==> config.mk <==
export PLATFORM = sky130hd
export DESIGN_NAME = irqsel_top
export DESIGN_NICKNAME = d
export VERILOG_FILES = /design/src/rtl/irqsel_pkg.sv /design/src/rtl/irqsel_pending_bank.sv /design/src/rtl/irqsel_qualify.sv /design/src/rtl/irqsel_prio_pick.sv /design/src/rtl/irqsel_top.sv
export SDC_FILE = /design/constraint.sdc
export NUM_CORES = 1
export LEC_CHECK = 0
export ABC_AREA = 1
export ABC_CLOCK_PERIOD_IN_PS = 1800
export BUFFER_PORTS_ARGS = -buffer_cell sky130_fd_sc_hd__clkbuf_2
export CAP_MARGIN = 20
export CORE_MARGIN = 2
export CORE_UTILIZATION = 36
export CTS_CLUSTER_DIAMETER = 60
export CTS_CLUSTER_SIZE = 10
export DETAILED_ROUTE_END_ITERATION = 12
export PLACE_DENSITY = 0.61
export SLEW_MARGIN = 20
export SYNTH_ARGS = -nofsm -noshare
export SYNTH_HDL_FRONTEND = slang
export SYNTH_HIERARCHICAL = 1
export SYNTH_SLANG_ARGS = --single-unit
==> constraint.sdc <==
create_clock -name clk -period 1.8 [get_ports clk]
set_clock_uncertainty 0.05 [all_clocks]
set_input_delay 0.36 -clock clk [delete_from_list [all_inputs] [get_ports clk]]
set_output_delay 0.36 -clock clk [all_outputs]
set_load 0.02 [all_outputs]
==> src/rtl/irqsel_pkg.sv <==
package irqsel_pkg;
  localparam int unsigned NSRC   = 13;
  localparam int unsigned CODE_W = $clog2(NSRC);

  typedef enum logic [CODE_W-1:0] {
    SRC_RST    = 4'd0,
    SRC_MCHK   = 4'd1,
    SRC_HDEC   = 4'd2,
    SRC_EXT    = 4'd3,
    SRC_CEXT   = 4'd4,
    SRC_WDOG   = 4'd5,
    SRC_CDBELL = 4'd6,
    SRC_FIT    = 4'd7,
    SRC_PIT    = 4'd8,
    SRC_DEC    = 4'd9,
    SRC_DBELL  = 4'd10,
    SRC_PERF   = 4'd11,
    SRC_THERM  = 4'd12
  } src_e;

  typedef struct packed {
    logic ext_en;
    logic crit_en;
    logic hv_mode;
    logic hv_present;
    logic hdec_en;
    logic part_ext;
  } gate_t;

  // Which sources the current state lets through
  function automatic logic [NSRC-1:0] gate_mask(input gate_t g);
    logic [NSRC-1:0] m;
    m = '0;
    m[SRC_RST]  = 1'b1;
    m[SRC_MCHK] = 1'b1;
    m[SRC_HDEC] = g.hdec_en & (g.ext_en | ~g.hv_mode);
    m[SRC_EXT]  = g.ext_en | (g.hv_present & ~g.hv_mode & ~g.part_ext);
    m[SRC_CEXT] = g.crit_en;
    for (int i = int'(SRC_WDOG); i < int'(NSRC); i++) m[i] = g.ext_en;
    return m;
  endfunction

  // Which sources drop their flag when delivered
  function automatic logic [NSRC-1:0] take_clear_mask(input logic dec_clr);
    logic [NSRC-1:0] m;
    m = '1;
    m[SRC_EXT]  = 1'b0;
    m[SRC_CEXT] = 1'b0;
    m[SRC_DEC]  = dec_clr;
    return m;
  endfunction
endpackage

==> src/rtl/irqsel_pending_bank.sv <==
module irqsel_pending_bank #(
  parameter int unsigned N = 13
) (
  input  logic         clk,
  input  logic         rst_n,
  input  logic [N-1:0] set_i,
  input  logic [N-1:0] clr_i,
  output logic [N-1:0] pend_o
);
  for (genvar k = 0; k < N; k++) begin : g_flag
    logic flag_q;
    always_ff @(posedge clk) begin
      if (!rst_n)          flag_q <= 1'b0;
      else if (set_i[k])   flag_q <= 1'b1;   // set beats clear
      else if (clr_i[k])   flag_q <= 1'b0;
    end
    assign pend_o[k] = flag_q;
  end

  // a strobe in the previous cycle always leaves the flag set
  assert_set_wins_R11: assert property (@(posedge clk) disable iff (!rst_n)
    $past(rst_n) |-> (($past(set_i) & ~pend_o) == '0));
endmodule

==> src/rtl/irqsel_qualify.sv <==
module irqsel_qualify
  import irqsel_pkg::*;
(
  input  logic [NSRC-1:0] pend_i,
  input  gate_t           gate_i,
  output logic [NSRC-1:0] elig_o
);
  assign elig_o = pend_i & gate_mask(gate_i);
endmodule

==> src/rtl/irqsel_prio_pick.sv <==
module irqsel_prio_pick #(
  parameter int unsigned N = 13,
  localparam int unsigned W = (N > 1) ? $clog2(N) : 1
) (
  input  logic [N-1:0] req_i,
  output logic [N-1:0] grant_o,
  output logic [W-1:0] idx_o,
  output logic         hit_o
);
  logic [N:0] seen;
  assign seen[0] = 1'b0;
  for (genvar i = 0; i < N; i++) begin : g_chain
    assign grant_o[i]  = req_i[i] & ~seen[i];
    assign seen[i+1]   = seen[i] | req_i[i];
  end
  assign hit_o = seen[N];

  always_comb begin
    idx_o = '0;
    for (int i = N - 1; i >= 0; i--) begin
      if (req_i[i]) idx_o = W'(i);
    end
  end
endmodule

==> src/rtl/irqsel_top.sv <==
module irqsel_top
  import irqsel_pkg::*;
(
  input  logic              clk,
  input  logic              rst_n,
  input  logic [NSRC-1:0]   set_i,
  input  logic              ext_en_i,
  input  logic              crit_en_i,
  input  logic              hv_mode_i,
  input  logic              hv_present_i,
  input  logic              hdec_en_i,
  input  logic              part_ext_i,
  input  logic              dec_clr_i,
  input  logic              take_i,
  output logic              valid_o,
  output logic [CODE_W-1:0] code_o,
  output logic              any_pending_o
);
  gate_t             gate;
  logic [NSRC-1:0]   pend;
  logic [NSRC-1:0]   elig;
  logic [NSRC-1:0]   grant;
  logic [NSRC-1:0]   deliver_clr;
  logic [CODE_W-1:0] win_idx;
  logic              win_hit;
  logic              fire;
  logic              valid_q;
  logic [CODE_W-1:0] code_q;

  assign gate = '{ext_en: ext_en_i, crit_en: crit_en_i, hv_mode: hv_mode_i,
                  hv_present: hv_present_i, hdec_en: hdec_en_i,
                  part_ext: part_ext_i};

  irqsel_pending_bank #(.N(NSRC)) u_bank (
    .clk(clk), .rst_n(rst_n), .set_i(set_i), .clr_i(deliver_clr), .pend_o(pend)
  );

  irqsel_qualify u_qual (.pend_i(pend), .gate_i(gate), .elig_o(elig));

  irqsel_prio_pick #(.N(NSRC)) u_pick (
    .req_i(elig), .grant_o(grant), .idx_o(win_idx), .hit_o(win_hit)
  );

  assign fire        = take_i & win_hit;
  assign deliver_clr = fire ? (grant & take_clear_mask(dec_clr_i)) : '0;

  always_ff @(posedge clk) begin
    if (!rst_n) begin
      valid_q <= 1'b0;
      code_q  <= '0;
    end else begin
      valid_q <= fire;
      code_q  <= fire ? win_idx : '0;
    end
  end

  assign valid_o       = valid_q;
  assign code_o        = code_q;
  assign any_pending_o = |pend;

  // a pulse only follows an offered opportunity
  assert_valid_needs_take_R9: assert property (@(posedge clk) disable iff (!rst_n)
    valid_o |-> $past(take_i));
  // the picker never grants two sources
  assert_single_grant_R9: assert property (@(posedge clk) disable iff (!rst_n)
    $onehot0(grant));
  // external is a level request, never cleared by delivery
  assert_ext_sticky_R5: assert property (@(posedge clk) disable iff (!rst_n)
    !$fell(pend[SRC_EXT]));
  // critical external is a level request as well
  assert_cext_sticky_R6: assert property (@(posedge clk) disable iff (!rst_n)
    !$fell(pend[SRC_CEXT]));
  // with external enable low, none of the low group qualifies
  assert_low_group_gated_R7: assert property (@(posedge clk) disable iff (!rst_n)
    !ext_en_i |-> (elig[NSRC-1:SRC_WDOG] == '0));
endmodule

## After elaboration in Yosys (flattened, before gate mapping)

Index checks and enable logic that the tools add are counted.

| word-level totals | value |
|---|---|
| bits in registers | 18 |
| input port bits | 23 |
| output and inout port bits | 6 |
| logic and storage cells | 123 |

| cells by class | value |
|---|---|
| mux-type cells | 39 |
| bitwise logic cells | 48 |
| reduce and logical (&&, ||, !) cells | 18 |

Operators by type and width:

| kind | number |
|---|---|
| 2-to-1 mux 1 bit | 27 |
| AND 13 bit | 2 |
| nonzero test 2 bit | 13 |
| 2-to-1 mux 4 bit | 5 |
| AND 1 bit | 16 |
| NOT 1 bit | 16 |
| bitwise OR 1 bit | 14 |
| 2-to-1 mux 13 bit | 1 |
| OR reduction 13 bit | 1 |
| 2-to-1 mux 3 bit | 4 |
| OR reduction 10 bit | 1 |
| OR reduction 6 bit | 1 |
| 2-to-1 mux 2 bit | 2 |
| OR reduction 4 bit | 1 |
| OR reduction 3 bit | 1 |

## Logic depth before layout (Yosys ltp)

| depth | value |
|---|---|
| depth after elaboration | 22 |
| depth in mapped cells | 15 |

## By module

Netlist, hierarchy kept.

By module, submodules not included:

| module | instances | cells an instance | area an instance (µm²) |
|---|---|---|---|
| irqsel_pending_bank | 1 | 80 | 621.8 |
| irqsel_prio_pick | 1 | 60 | 295.3 |
| irqsel_top | 1 | 53 | 287.8 |
| irqsel_qualify | 1 | 29 | 128.9 |

## Least setup slack after synthesis

OpenSTA, ideal clock, no wires.

| path | value |
|---|---|
| path type | input to register |
| start point | input port ext_en_i |
| end point | register u_bank.g_flag[10].flag_q |
| data arrival time | 1.573 ns |
| data required time | 1.684 ns |
| setup slack | 0.111 ns |
| stages on the path | 15 |
| cell sequence | buf_6 inv_2 nand2_2 nand2_1 nor2_1 nor2_2 nand3_4 nor2_4 nand2_1 nand2_1 buf_4 nor2_1 inv_1 nand2_1 a21oi_2 |

| between the ends | value |
|---|---|
| elaborated cells on any way between the ends | 21 |
| those cells by class | mux (1); bitwise (19); reduce/logical (1) |

RTL lines:

| item | line | source |
|---|---|---|
| start, declared | irqsel_top.sv:7 | `input logic ext_en_i,` |
| bitwise OR 1 bit | irqsel_pkg.sv:37 | `m[SRC_EXT] = g.ext_en \| (g.hv_present & ~g.hv_mode & ~g.part_ext);` |
| AND 13 bit | irqsel_qualify.sv:8 | `assign elig_o = pend_i & gate_mask(gate_i);` |
| named net elig[3] | irqsel_top.sv:21 | `logic [NSRC-1:0] elig;` |
| bitwise OR 1 bit (10 in series) | irqsel_prio_pick.sv:14 | `assign seen[i+1] = seen[i] \| req_i[i];` |
| named net win_hit | irqsel_top.sv:25 | `logic win_hit;` |
| AND 1 bit | irqsel_top.sv:44 | `assign fire = take_i & win_hit;` |
| 2-to-1 mux 13 bit | irqsel_top.sv:45 | `assign deliver_clr = fire ? (grant & take_clear_mask(dec_clr_i)) : '0;` |
| named net deliver_clr[10] | irqsel_top.sv:23 | `logic [NSRC-1:0] deliver_clr;` |
| nonzero test 2 bit (no line) | n/a |  |
| end signal, assigned | irqsel_pending_bank.sv:13 | `if (!rst_n) flag_q <= 1'b0;` |
| end signal, assigned | irqsel_pending_bank.sv:14 | `else if (set_i[k]) flag_q <= 1'b1;` |
| end signal, assigned | irqsel_pending_bank.sv:15 | `else if (clr_i[k]) flag_q <= 1'b0;` |
| end, declared | irqsel_pending_bank.sv:11 | `logic flag_q;` |

The timed path passes the listed nets, and every way through them passes these cells.
A chain may end at the register's enable or synchronous reset.

## Worst setup path in the final report

| path | value |
|---|---|
| start point | register u_bank.g_flag[2].flag_q |
| end point | register u_bank.g_flag[9].flag_q |

| between the ends | value |
|---|---|
| longest elaborated chain between the ends | 15 |
| elaborated cells on any way between the ends | 18 |
| those cells by class | mux (1); bitwise (16); reduce/logical (1) |

Ends and longest elaborated chain:

| item | line |
|---|---|
| start, declared | irqsel_pending_bank.sv:11 |
| start signal, assigned | irqsel_pending_bank.sv:13 |
| start signal, assigned | irqsel_pending_bank.sv:14 |
| start signal, assigned | irqsel_pending_bank.sv:15 |
| AND 13 bit | irqsel_qualify.sv:8 |
| named net elig[2] | irqsel_top.sv:21 |
| bitwise OR 1 bit (11 in series) | irqsel_prio_pick.sv:14 |
| named net win_hit | irqsel_top.sv:25 |
| AND 1 bit | irqsel_top.sv:44 |
| 2-to-1 mux 13 bit | irqsel_top.sv:45 |
| named net deliver_clr[9] | irqsel_top.sv:23 |
| nonzero test 2 bit (no line) | n/a |
| end signal, assigned | irqsel_pending_bank.sv:13 |
| end signal, assigned | irqsel_pending_bank.sv:14 |
| end signal, assigned | irqsel_pending_bank.sv:15 |
| end, declared | irqsel_pending_bank.sv:11 |

The timed path passes the listed nets, and every way through them passes these cells.

==> results by group <==
Pwr
  • Leakage dissipation: between 0.8 and 0.9 nW
  • Total power consumption of the routed design: 1.03 mW
  • Worst vdd ir: roughly 220 uV
  • Cell Pwr Density: 676 mW/mm^2

Placed design
  • Number of port buffers: 28
  • DP Wirelength: roughly 1.8 mm
  • Cell count after placement: roughly 290
  • GP Congestion: slightly above 0.8

Timing
  • Count of final hold-check violations: 0
  • Final-report max-slew violation count: 0
  • Min cycle time layout: between 1.5 and 2 ns
  • Setup-violating endpoint count in the final report: 0
  • Unrepaired setup endpoints after global routing: no
  • Fmax achieved: between 0.6 and 0.7 GHz
  • Crit share post-route: between 80% and 90%

Setup path
  • Endpoint arrival time on the critical path: ~1.7 ns
  • Worst reg2reg endpoint: u_bank/g_flag[9].flag_q
  • Largest fanout on the critical path: 11
  • Logic depth of the worst register-to-register path: 12
  • Slack of the worst reg-to-reg path: approximately 0.2 ns
  • Startpoint type of the worst setup path: flip-flop
  • Setup Crit Path Kind: reg2reg
  • Required time reported for the critical path endpoint: roughly 1.9 ns
  • Crit path capture type: flip-flop
  • Worst R2R Start: u_bank/g_flag[2].flag_q

Detailed routing
  • First-iteration detailed-routing DRC count: 25
  • Final routed DRC violation total: 0
  • Routed length per instance: between 7 and 8 um
  • Total via count in the routed design: approximately 1,100
  • Total routed wirelength: approximately 2.3 mm
  • Post-detailed-route via-to-cell ratio: slightly below 4
  • Antenna Nets Post-Route: 0
  • Number of iterations in the first detailed-routing pass: 4

Global routing
  • Number of antenna violations at the first check in global routing: 0
  • Congestion Overflow GR: 0
  • Via count of the first global-routing pass: approximately 1,000
  • Largest net degree at the start of global routing: 14
  • Overall fraction of global-route tracks in use: 12.3%
  • Wire length of the first global-routing pass: about 4.0 mm

Final layout
  • Share of cells above drive strength 1: 28.8%
  • ANT cells: 0
  • Commonest non-fill, non-tap cells in the layout: 61 x sky130_fd_sc_hd__inv_1, 45 x sky130_fd_sc_hd__nand2_1, 34 x sky130_fd_sc_hd__nor2_1, 28 x sky130_fd_sc_hd__clkbuf_2, 18 x sky130_fd_sc_hd__dfxtp_1
  • Post-layout nets: ~270
  • Finished Layout Cells: 291
  • Most common library cell in the layout ignoring fill and taps: sky130_fd_sc_hd__inv_1
  • Synthesis-to-layout area growth: 14.9%

Floorplan
  • Number of placement rows: 22
  • Die Wd: between 60 and 70 um
  • Die boundary height: about 65 um
  • Number of top-level pins: 29
  • Initial standard-cell utilization of the core: a little under two fifths
  • Total die area: 0.00417 sq mm
  • Area of the core: roughly 0.0036 sq mm

Clock tree
  • Clock transition at path regs: approximately 0.08 ns
  • Clock buffer depth: 2
  • Sinks on the clock net: 18
  • Buffers inserted by post-CTS timing repair: 0
  • CTS tree: built
  • Buffer type at the clock tree root: sky130_fd_sc_hd__clkbuf_8
  • Worst-skew pair later-pin latency: roughly 0.25 ns
  • Number of buffers inserted for hold repair after clock tree synthesis: 0
  • H-tree Lvls: 1
  • Post-CTS sizing: 0
  • Number of clock buffers inserted by TritonCTS: 3

Hold path
  • Origin of the worst min-delay path: set_i[8]
  • Destination of the worst hold path: u_bank/g_flag[8].flag_q
  • Min-delay worst type: in2reg
  • WHS Path Cells: 3

Synth
  • Combined area of all synthesized cells: around 0.0013 sq mm
  • Post-Syn Instances: approximately 220
  • Average instance area after synthesis: 6.04 sq um
  • Synth Warn #: 6

Status
  • Outcome: finished clean

Job
  • Max-capacitance violation count: 0
-- per-layer routing --
metal	vias to the layer above	share of wire [%]	GRT usage (%)
met1	461	49	14.9
met2	21	46	21.5
met5	-	0	0
met4	0	1.1	4.79
li1	642	-	-
met3	2	3.5	2.26
-- power breakdown --
group	total (mW)	internal, mW	leakage (nW)	switching [mW]
Clock	0.337	0.194	0.0288	0.142
Sequential	0.445	0.425	0.150	0.0202
Combinational	0.245	0.108	0.634	0.136
Total	1.03	0.727	0.813	0.299
-- metrics by stage --
stage | instance area (sq um) | TNS (ns) | util (%) | setup slack (ns) | hold slack [ns]
floorplan | 1330 | 0 | - | 0.122 | 0.387
global placement | 1460 | 0 | 40.6 | 0.0103 | 0.419
detailed placement | 1460 | -0.103 | 40.6 | -0.0195 | 0.425
CTS | 1520 | 0 | 42.1 | 0.189 | 0.264
global route | 1520 | 0 | 42.1 | 0.0161 | 0.272
finish | 1520 | 0 | 42.1 | 0.204 | 0.266
-- state kept, by name, summed over array words and instances (netlist names) --
signal and count:
valid_o 1, code_o 4, u_bank/g_flag.flag_q 13
-- worst max-delay path, stage by stage, from the launching register on --
cell	delay, ns
sky130_fd_sc_hd__dfxtp_1	0.35
sky130_fd_sc_hd__nand2_1	0.06
sky130_fd_sc_hd__a21oi_1	0.22
sky130_fd_sc_hd__nor2_2	0.09
sky130_fd_sc_hd__nand3_4	0.10
sky130_fd_sc_hd__nor2_4	0.04
sky130_fd_sc_hd__nand2_1	0.07
sky130_fd_sc_hd__nand2_1	0.09
sky130_fd_sc_hd__buf_12	0.15
sky130_fd_sc_hd__nor2_1	0.11
sky130_fd_sc_hd__inv_1	0.04
sky130_fd_sc_hd__nand2_1	0.07
sky130_fd_sc_hd__a21oi_2	0.05
-- worst max path at each step --
stage	endpoint	startpoint	cells past startpoint	slack (ns)
after floorplan	u_bank/g_flag[10].flag_q	ext_en_i	15	0.12
after global placement	u_bank/g_flag[1].flag_q	ext_en_i	14	0.01
after detailed placement	u_bank/g_flag[0].flag_q	ext_en_i	15	-0.02
after CTS	any_pending_o	u_bank/g_flag[0].flag_q	4	0.19
after global routing	u_bank/g_flag[5].flag_q	u_bank/g_flag[5].flag_q	12	0.02
final	u_bank/g_flag[9].flag_q	u_bank/g_flag[2].flag_q	12	0.20
-- area by class of cell --
| type | count | area (sq um) |
|---|---|---|
| fillers | 403 | 2090 |
| multi-input cells | 117 | 568 |
| flip-flops and latches | 18 | 360 |
| inverters | 66 | 248 |
| repair buffers | 38 | 228 |
| well taps | 48 | 60.1 |
| clock buffers | 4 | 55.1 |
No activity file was read; power rests on OpenSTA's default activity.
